File: src/rtl/smm_window_router.sv
module smm_window_router #(
  parameter int ADDR_W = 32,
  parameter int WIN_LG = 16
) (
  input  logic                     clk,
  input  logic                     por_n,
  input  logic                     cfg_we,
  input  logic [7:0]               cfg_wdata,
  output logic [7:0]               cfg_rdata,
  input  logic [ADDR_W-1:0]        cpu_addr,
  input  logic                     cpu_code,
  input  logic                     smm_active,
  input  logic                     smram_en,
  input  logic [ADDR_W-WIN_LG-1:0] mem_top_seg,
  output logic                     route_dram,
  output logic                     route_pci,
  output logic                     no_cache
);
  localparam int SEG_W = ADDR_W - WIN_LG;
  localparam logic [SEG_W-1:0] SEG_A = SEG_W'(32'h000A0000 >> WIN_LG);
  localparam logic [SEG_W-1:0] SEG_B = SEG_W'(32'h000B0000 >> WIN_LG);

  logic       open_q, close_q, lock_q;
  logic [2:0] base_q;

  always_ff @(posedge clk or negedge por_n) begin
    if (!por_n) begin
      open_q  <= 1'b0;
      close_q <= 1'b0;
      lock_q  <= 1'b0;
      base_q  <= 3'b000;
    end else if (cfg_we) begin
      lock_q  <= lock_q | cfg_wdata[3];
      open_q  <= lock_q ? (open_q & cfg_wdata[5]) : cfg_wdata[5];
      close_q <= cfg_wdata[4];
      base_q  <= cfg_wdata[2:0];
    end
  end

  assign cfg_rdata = {2'b00, open_q, close_q, lock_q, base_q};

  logic [SEG_W-1:0] seg;
  logic             in_win, legacy, grant;
  wire              open_eff = open_q & ~lock_q;

  assign seg = cpu_addr[ADDR_W-1:WIN_LG];

  always_comb begin
    in_win = 1'b0;
    legacy = 1'b0;
    case (base_q)
      3'b000: in_win = (mem_top_seg != '0) && (seg == mem_top_seg - SEG_W'(1));
      3'b010: begin in_win = (seg == SEG_A); legacy = 1'b1; end
      3'b011: begin in_win = (seg == SEG_B); legacy = 1'b1; end
      default: in_win = 1'b0;
    endcase
  end

  always_comb begin
    if (legacy) grant = (smm_active | open_eff) & ~(close_q & ~cpu_code);
    else        grant = smm_active;
  end

  assign no_cache   = smram_en & in_win;
  assign route_dram = no_cache & grant;
  assign route_pci  = ~route_dram;


  lock_held_chk: assert property (@(posedge clk) disable iff (!por_n)
    $past(lock_q) |-> lock_q);


  open_blocked_chk: assert property (@(posedge clk) disable iff (!por_n)
    ($past(lock_q) && !$past(open_q)) |-> !open_q);


  dram_nc_chk: assert property (@(posedge clk) disable iff (!por_n)
    route_dram |-> no_cache);


  disabled_chk: assert property (@(posedge clk) disable iff (!por_n)
    !smram_en |-> (route_pci && !no_cache));


  close_data_chk: assert property (@(posedge clk) disable iff (!por_n)
    (close_q && !cpu_code && base_q[1]) |-> !route_dram);
endmodule

File: config.mk
export PLATFORM = sky130hd
export DESIGN_NAME = smm_window_router
export DESIGN_NICKNAME = d
export VERILOG_FILES = /design/src/rtl/smm_window_router.sv
export SDC_FILE = /design/constraint.sdc
export NUM_CORES = 1
export LEC_CHECK = 0
export BUFFER_PORTS_ARGS = -buffer_cell sky130_fd_sc_hd__buf_2
export CORE_UTILIZATION = 35
export DETAILED_ROUTE_END_ITERATION = 10
export PLACE_DENSITY = 0.82
export SYNTH_ARGS = -nofsm -noshare
export SYNTH_HDL_FRONTEND = slang
export SYNTH_SLANG_ARGS = --single-unit
export TNS_END_PERCENT = 50
File: constraint.sdc
create_clock -name clk -period 9.5 [get_ports clk]
set_input_delay 0.95 -clock clk [delete_from_list [all_inputs] [get_ports clk]]
set_output_delay 0.95 -clock clk [all_outputs]
set_load 0.02 [all_outputs]
==> impl_metrics.csv, run 1 <==
group,metric,value,unit
outcome,status,"finished clean",
global_route,grt.total_usage,18.0,%
floorplan,io_pins,73,
routing,drt-wirelength-per-cell,12.3,µm
worst_setup_path,critPathCaptureType,"primary output",
routing,drt_pass1_iterations,4,
worst_setup_path,max_stage_delay,590,ps
timing,worst_pin_slew,778,ps
final_layout,postLayoutCellArea,1220,µm²
logic_synthesis,synth-seq-cells,6,
worst_setup_path,crit_arrival,4090,ps
place,postPlaceCellArea,1190,µm²
final_layout,nets,235,
timing,setup_viol,0,
logic_synthesis,netlist_instances,120,
routing,via_count,1066,
pwr,switching_share,34.8,%
pwr,leakage,0.534,nW
worst_setup_path,cp_max_fo,7,
place,dp_slack,4460,ps
routing,vias_per_cell,5.36,
worst_setup_path,crit_chain,"buf_2 -> inv_1 -> ha_1 -> or4b_1 -> or3_1 -> a2111oi_2 -> o21ai_1 -> a2111oi_2 -> a31oi_1 -> or4b_1 -> buf_2",
routing,wl,2440,µm
pwr,p_int,0.0609,mW
floorplan,dieArea,2890,µm²
floorplan,core,2500,µm²
pwr,peakVddDrop,0.0693,mV
cts,clk_latency,240,ps
floorplan,die_w,53.8,µm
floorplan,chipHeight,53.8,µm
worst_setup_path,path_class,"primary input to primary output",
worst_setup_path,reg2reg_depth,1,
timing,setup_tns,0,ps
global_route,overflow,0,
place,dp_hpwl,2090,µm
cts,cts_max_level,1,
cts,post_cts_buffers,0,
global_route,grt_pass1_vias,957,
timing,skew,0.0827,ps
logic_synthesis,avgSynthCellArea,7.82,µm²
cts,root_buffer,"clkbuf_4",
cts,cts_buffers,3,
logic_synthesis,yosysTopAreaCellShare,16.0,%
final_layout,final_common_cell,"buf_2",
logic_synthesis,netlist_area,938,µm²
routing,drt_iter0_markers,32,
final_layout,syn2layout_area_growth,29.6,%
cts,cts_resized,0,
timing,final-hold-violation-count,0,
floorplan,fp-row-count,18,
place,gp_congestion,0.827,
cts,clk_pin_slew_worst_paths,40,ps
cts,cts_tree,"done",
routing,ant_nets,0,
cts,hold_buffers,0,
worst_setup_path,r2r-end,"base_q[1]",
final_layout,drive_above_1_share,39.6,%
pwr,combPwrFrac,44.9,%
timing,maxSlewViolCount,0,
final_layout,antennaDiodeCount,0,
worst_setup_path,slowest_stage,"or4b_1",
timing,period_share,53.0,%
worst_setup_path,crit_required,8550,ps
floorplan,start_util,37.5,%
cts,clock_path_buffers,2,
logic_synthesis,synth_area_leaders,"dfrtp_1, xnor2_1, xor2_1, mux2_2, buf_4",
timing,period_needed,5040,ps
place,port_buffers,52,
worst_setup_path,startpoint_type,"primary input",
hold_path,worstHoldStart,"lock_q",
pwr,switchingPower,0.0325,mW
final_layout,final_cell_mix,"buf_2, xnor2_1, nor2_1, nand3_1, nand2_1",
logic_synthesis,synth_top_area_cell,"dfrtp_1",
hold_path,min_path_cells,2,
timing,worst_slack,4460,ps
logic_synthesis,yosysWarnings,0,
worst_setup_path,r2r-start,"base_q[1]",
global_route,antenna_found_initial,0,
timing,timing.hold.ws,476,ps
pwr,clockPowerShare,23.9,%
worst_setup_path,crit_family,"simple AND/OR/NAND/NOR gates",
flow_run,max_cap_viol_count,0,
pwr,pwr-share-seq,31.2,%
timing,max_freq,198,MHz
worst_setup_path,crit_buf_inv,3,
routing,drc,0,
hold_path,min_delay_worst_endpoint,"lock_q",
logic_synthesis,ys_seq_area_share,16.0,%
cts,clock-sinks,6,
global_route,grt_pass1_wl,3880,µm
logic_synthesis,synth_cell_types,41,
timing,rsz0062_at_grt,"no",
pwr,power.density,76.8,nW/µm²
global_route,grt_max_degree,9,
hold_path,min_path_type,"register to register",
worst_setup_path,reg2reg_setup_slack,8690,ps
timing,relSlewSlack,47.6,%
how the worst max path moves through the flow:
stage / depth (start not counted) / startpoint / to
after floorplan: 10 / mem_top_seg[0] / route_dram
after global placement: 11 / mem_top_seg[0] / route_pci
after detailed placement: 11 / mem_top_seg[0] / route_pci
after CTS: 11 / mem_top_seg[0] / route_pci
after global routing: 11 / mem_top_seg[0] / route_pci
final: 11 / mem_top_seg[0] / route_pci
synthesized netlist by cell type:
master / instances
xnor2_1: 14
nor2_1: 10
nand2_1: 7
nand3_1: 7
dfrtp_1: 6
inv_1: 6
o21ai_0: 6
xor2_1: 6
buf_4: 5
mux2_2: 4
nor4_1: 4
a21oi_1: 3
a31oi_1: 3
nor3_1: 3
a2111oi_2: 2
and2b_2: 2
ha_1: 2
nand4_1: 2
nor4b_1: 2
o22ai_1: 2
or3_2: 2
or4_1: 2
or4b_1: 2
a2111oi_0: 1
a221o_1: 1
a22oi_1: 1
a41oi_1: 1
and2_1: 1
and3_1: 1
and4bb_2: 1
buf_2: 1
clkbuf_1: 1
conb_1: 1
mux2i_1: 1
nand4b_1: 1
nor2b_1: 1
nor4bb_1: 1
o2111ai_1: 1
o21ai_1: 1
o41a_2: 1
or3_1: 1
power groups by stage:
stage | sequential (mW) | clock [mW] | combinational, mW
3_3_place_gp | 0.0293 | 0 | 0.0410
3_5_place_dp | 0.0294 | 0 | 0.0417
5_1_grt | 0.0294 | 0.0255 | 0.0464
4_1_cts | 0.0291 | 0.0237 | 0.0421
2_1_floorplan | 0.0306 | 0 | 0.0227
6_report | 0.0292 | 0.0223 | 0.0419
registers in the layout, indices dropped and copies added (netlist names):
name,cells
lock_q,1
open_q,1
close_q,1
base_q,3
per-layer routing:
layer	global-route usage (%)	part of all wire (%)
met1	23.3	45
met4	3.95	0
met3	0.565	7.2
met2	32.5	48
met5	0	0
metrics by stage:
step                      utilization (%)  instances  power, mW
after floorplan                         -        121     0.0533
after global placement               47.7        196     0.0703
after detailed placement             47.7        196     0.0711
after CTS                            48.6        199     0.0949
after global routing                 48.6        199      0.101
final                                48.6        199     0.0934
final cells by class:
cell class,count,area [µm²]
clock buffers,3,22.5
fillers,267,1280
inverters,6,22.5
multi-input cells,102,723
flip-flops and latches,6,150
well taps,30,37.5
repair buffers,52,260
cell families (layout without fill, tap and decap cells):
family / after synthesis / count (layout) / share of synthesized area, %
AO/OA/AOI/OAI: 23 / 23 / 17.9
XOR/XNOR: 20 / 20 / 18.7
adder cells (fa/ha/maj): 2 / 2 / 2.67
buffers and inverters: 13 / 61 / 7.33
flip-flops: 6 / 6 / 16.0
multiplexers: 5 / 5 / 5.87
other: 1 / 2 / 0.400
AND/OR/NAND/NOR: 50 / 50 / 31.2
Power figures use the tool's default switching activity.
==> run 2, diff against run 1 <==
- ABC_AREA: default -> 1
- PLACE_DENSITY: 0.82 -> 0.8
- clock period: 9.5 -> 4.6 ns (I/O delays scaled with it)
==> impl_metrics.csv, run 2 <==
group,metric,value,unit
cts,cts_tree,"done",
place,dp.cells,305,
floorplan,die_w,59.5,µm
worst_setup_path,reg2reg_setup_slack,3920,ps
worst_setup_path,crit_buf_inv,4,
outcome,status,"finished clean",
logic_synthesis,yosysMostFrequentCell,"nand2_1",
floorplan,chipHeight,59.5,µm
routing,drt-wirelength-per-cell,9.15,µm
final_layout,largest_reg_flops,3,
cts,cts_max_level,1,
logic_synthesis,synth_cell_types,25,
final_layout,drive_above_1_share,26.9,%
routing,drt_iter0_markers,68,
final_layout,n_fill_cell,348,
final_layout,final_util,47.0,%
floorplan,dieArea,3540,µm²
routing,wl_met2,1220,µm
floorplan,start_util,37.3,%
worst_setup_path,crit_chain,"buf_2 -> inv_1 -> ha_1 -> inv_1 -> nor2_1 -> nand2_1 -> nand3_1 -> nand2_1 -> nor2_1 -> nand3_1 -> o21bai_2 -> nand2_2 -> nor2_2 -> buf_2",
flow_run,max_cap_viol_count,0,
pwr,power.density,141,nW/µm²
logic_synthesis,yosys.area_share.adder,2.16,%
worst_setup_path,r2r-end,"open_q",
timing,timing.hold.ws,18.8,ps
logic_synthesis,synth_edf_count,0,
routing,vias_per_cell,4.44,
logic_synthesis,avgSynthCellArea,5.41,µm²
final_layout,multi_input_area,840,µm²
global_route,grt_max_degree,11,
logic_synthesis,synth_top_area_cell,"nand2_1",
worst_setup_path,reg2reg_depth,3,
logic_synthesis,async_flop_share,100,%
final_layout,antennaDiodeCount,0,
place,dp_slack,2040,ps
routing,met3_length,213,µm
logic_synthesis,netlist_area,1160,µm²
pwr,leakage,0.881,nW
timing,final-hold-violation-count,0,
worst_setup_path,max_stage_delay,250,ps
floorplan,fp-row-count,20,
place,port_buffers,52,
routing,top_layer,"met4",
worst_setup_path,crit_family,"simple AND/OR/NAND/NOR gates",
worst_setup_path,crit_arrival,2090,ps
worst_setup_path,cp.depth,14,
timing,maxSlewViolCount,0,
logic_synthesis,synth_mux_area_share,0,%
timing,max_freq,392,MHz
timing,period_share,55.5,%
routing,via_count,1367,
logic_synthesis,synth_area_leaders,"nand2_1, dfrtp_1, nor2_1, inv_1, nand3_1",
hold_path,min_path_type,"primary input to async pin",
place,gp_congestion,0.890,
logic_synthesis,synth-seq-cells,6,
timing,worst_slack,2050,ps
final_layout,syn2layout_area_growth,25.9,%
cts,hold_buffers,0,
cts,clk_latency,250,ps
worst_setup_path,critPathCaptureType,"primary output",
logic_synthesis,yosysWarnings,0,
cts,clk_pin_slew_worst_paths,50,ps
global_route,grt_pass1_wl,5060,µm
timing,skew,0.0265,ps
cts,cts_resized,0,
logic_synthesis,netlist_instances,214,
logic_synthesis,synth_top_family_by_area,"simple AND/OR/NAND/NOR gates",
logic_synthesis,ys_seq_area_share,13.0,%
worst_setup_path,startpoint_type,"primary input",
place,postPlaceCellArea,1440,µm²
timing,period_needed,2550,ps
logic_synthesis,synth_xor_area_share,8.32,%
worst_setup_path,slowest_stage,"ha_1",
final_layout,final_common_cell,"nand2_1",
global_route,overflow,0,
final_layout,final_cell_mix,"nand2_1, buf_2, nor2_1, inv_1, nand3_1",
final_layout,instances_no_fill,308,
routing,drc,0,
global_route,grt.total_usage,18.4,%
timing,setup_tns,0,ps
place,dp_hpwl,2520,µm
global_route,grt_pass1_vias,1306,
worst_setup_path,crit_required,4140,ps
final_layout,top_register,"base_q",
timing,rsz0062_at_grt,"no",
floorplan,io_pins,73,
logic_synthesis,yosysTopAreaCellShare,22.4,%
cts,cts_buffers,3,
floorplan,core,3100,µm²
cts,clock_path_buffers,2,
routing,ant_nets,0,
timing,setup_viol,0,
worst_setup_path,cp_max_fo,4,
worst_setup_path,r2r-start,"lock_q",
logic_synthesis,ys.flop_type,"dfrtp_1",
routing,route.layer.met1.wl,1330,µm
final_layout,regArea,150,µm²
final_layout,postLayoutCellArea,1460,µm²
logic_synthesis,synth_common_cells,"nand2_1, nor2_1, inv_1",
final_layout,nets,330,
pwr,peakVddDrop,0.103,mV
routing,drt_pass1_iterations,4,
routing,wl,2820,µm
logic_synthesis,synth_compound_area_share,5.62,%
cts,clock-sinks,6,
cts,root_buffer,"clkbuf_4",
cts,post_cts_buffers,0,
global_route,antenna_found_initial,0,
worst_setup_path,path_class,"primary input to primary output",
pwr,power.total,0.206,mW
logic_synthesis,synth_simple_gate_area_share,55.7,%
-- run 2: cell types whose count changed after synthesis, sizes merged, moves of 4 or more --
cell    previous run  this run
nand2              7        75
nor2              10        44
inv                6        35
xnor2             14         4
nand3              7        15
mux2               4         0
nand3b             0         4
-- run 2: worst max path at each step --
stage | startpoint | to | slack, ps
finish | mem_top_seg[0] | route_dram | 2050
detailed placement | mem_top_seg[0] | route_dram | 2040
global placement | mem_top_seg[0] | route_dram | 2060
CTS | mem_top_seg[0] | route_dram | 2040
floorplan | mem_top_seg[0] | route_dram | 2390
global route | mem_top_seg[0] | route_dram | 1780
-- run 2: per-layer routing --
layer  up-vias  track usage (%)
met5         -                0
met4         0             6.31
met3         5             3.06
met2        51             31.8
met1       564             22.9
li1        747                -
-- run 2: logic make-up after synthesis --
logic type               count (synthesis)
AO/OA/AOI/OAI                           11
AND/OR/NAND/NOR                        142
buffers and inverters                   41
flip-flops                               6
other                                    1
XOR/XNOR                                11
adder cells (fa/ha/maj)                  2
-- run 2: report_power, final --
group	switching (mW)	internal, mW
combinational	0.0578	0.0392
clock	0.0205	0.0296
sequential	0.00234	0.0561
total	0.0806	0.125
-- run 2: area by class of cell --
cell class	instances	share of cell area, %
sequential	6	10.3
multi-input combinational	168	57.5
clock buffer	3	1.54
timing repair buffer	52	17.8
tap	44	3.77
inverter	35	9.01
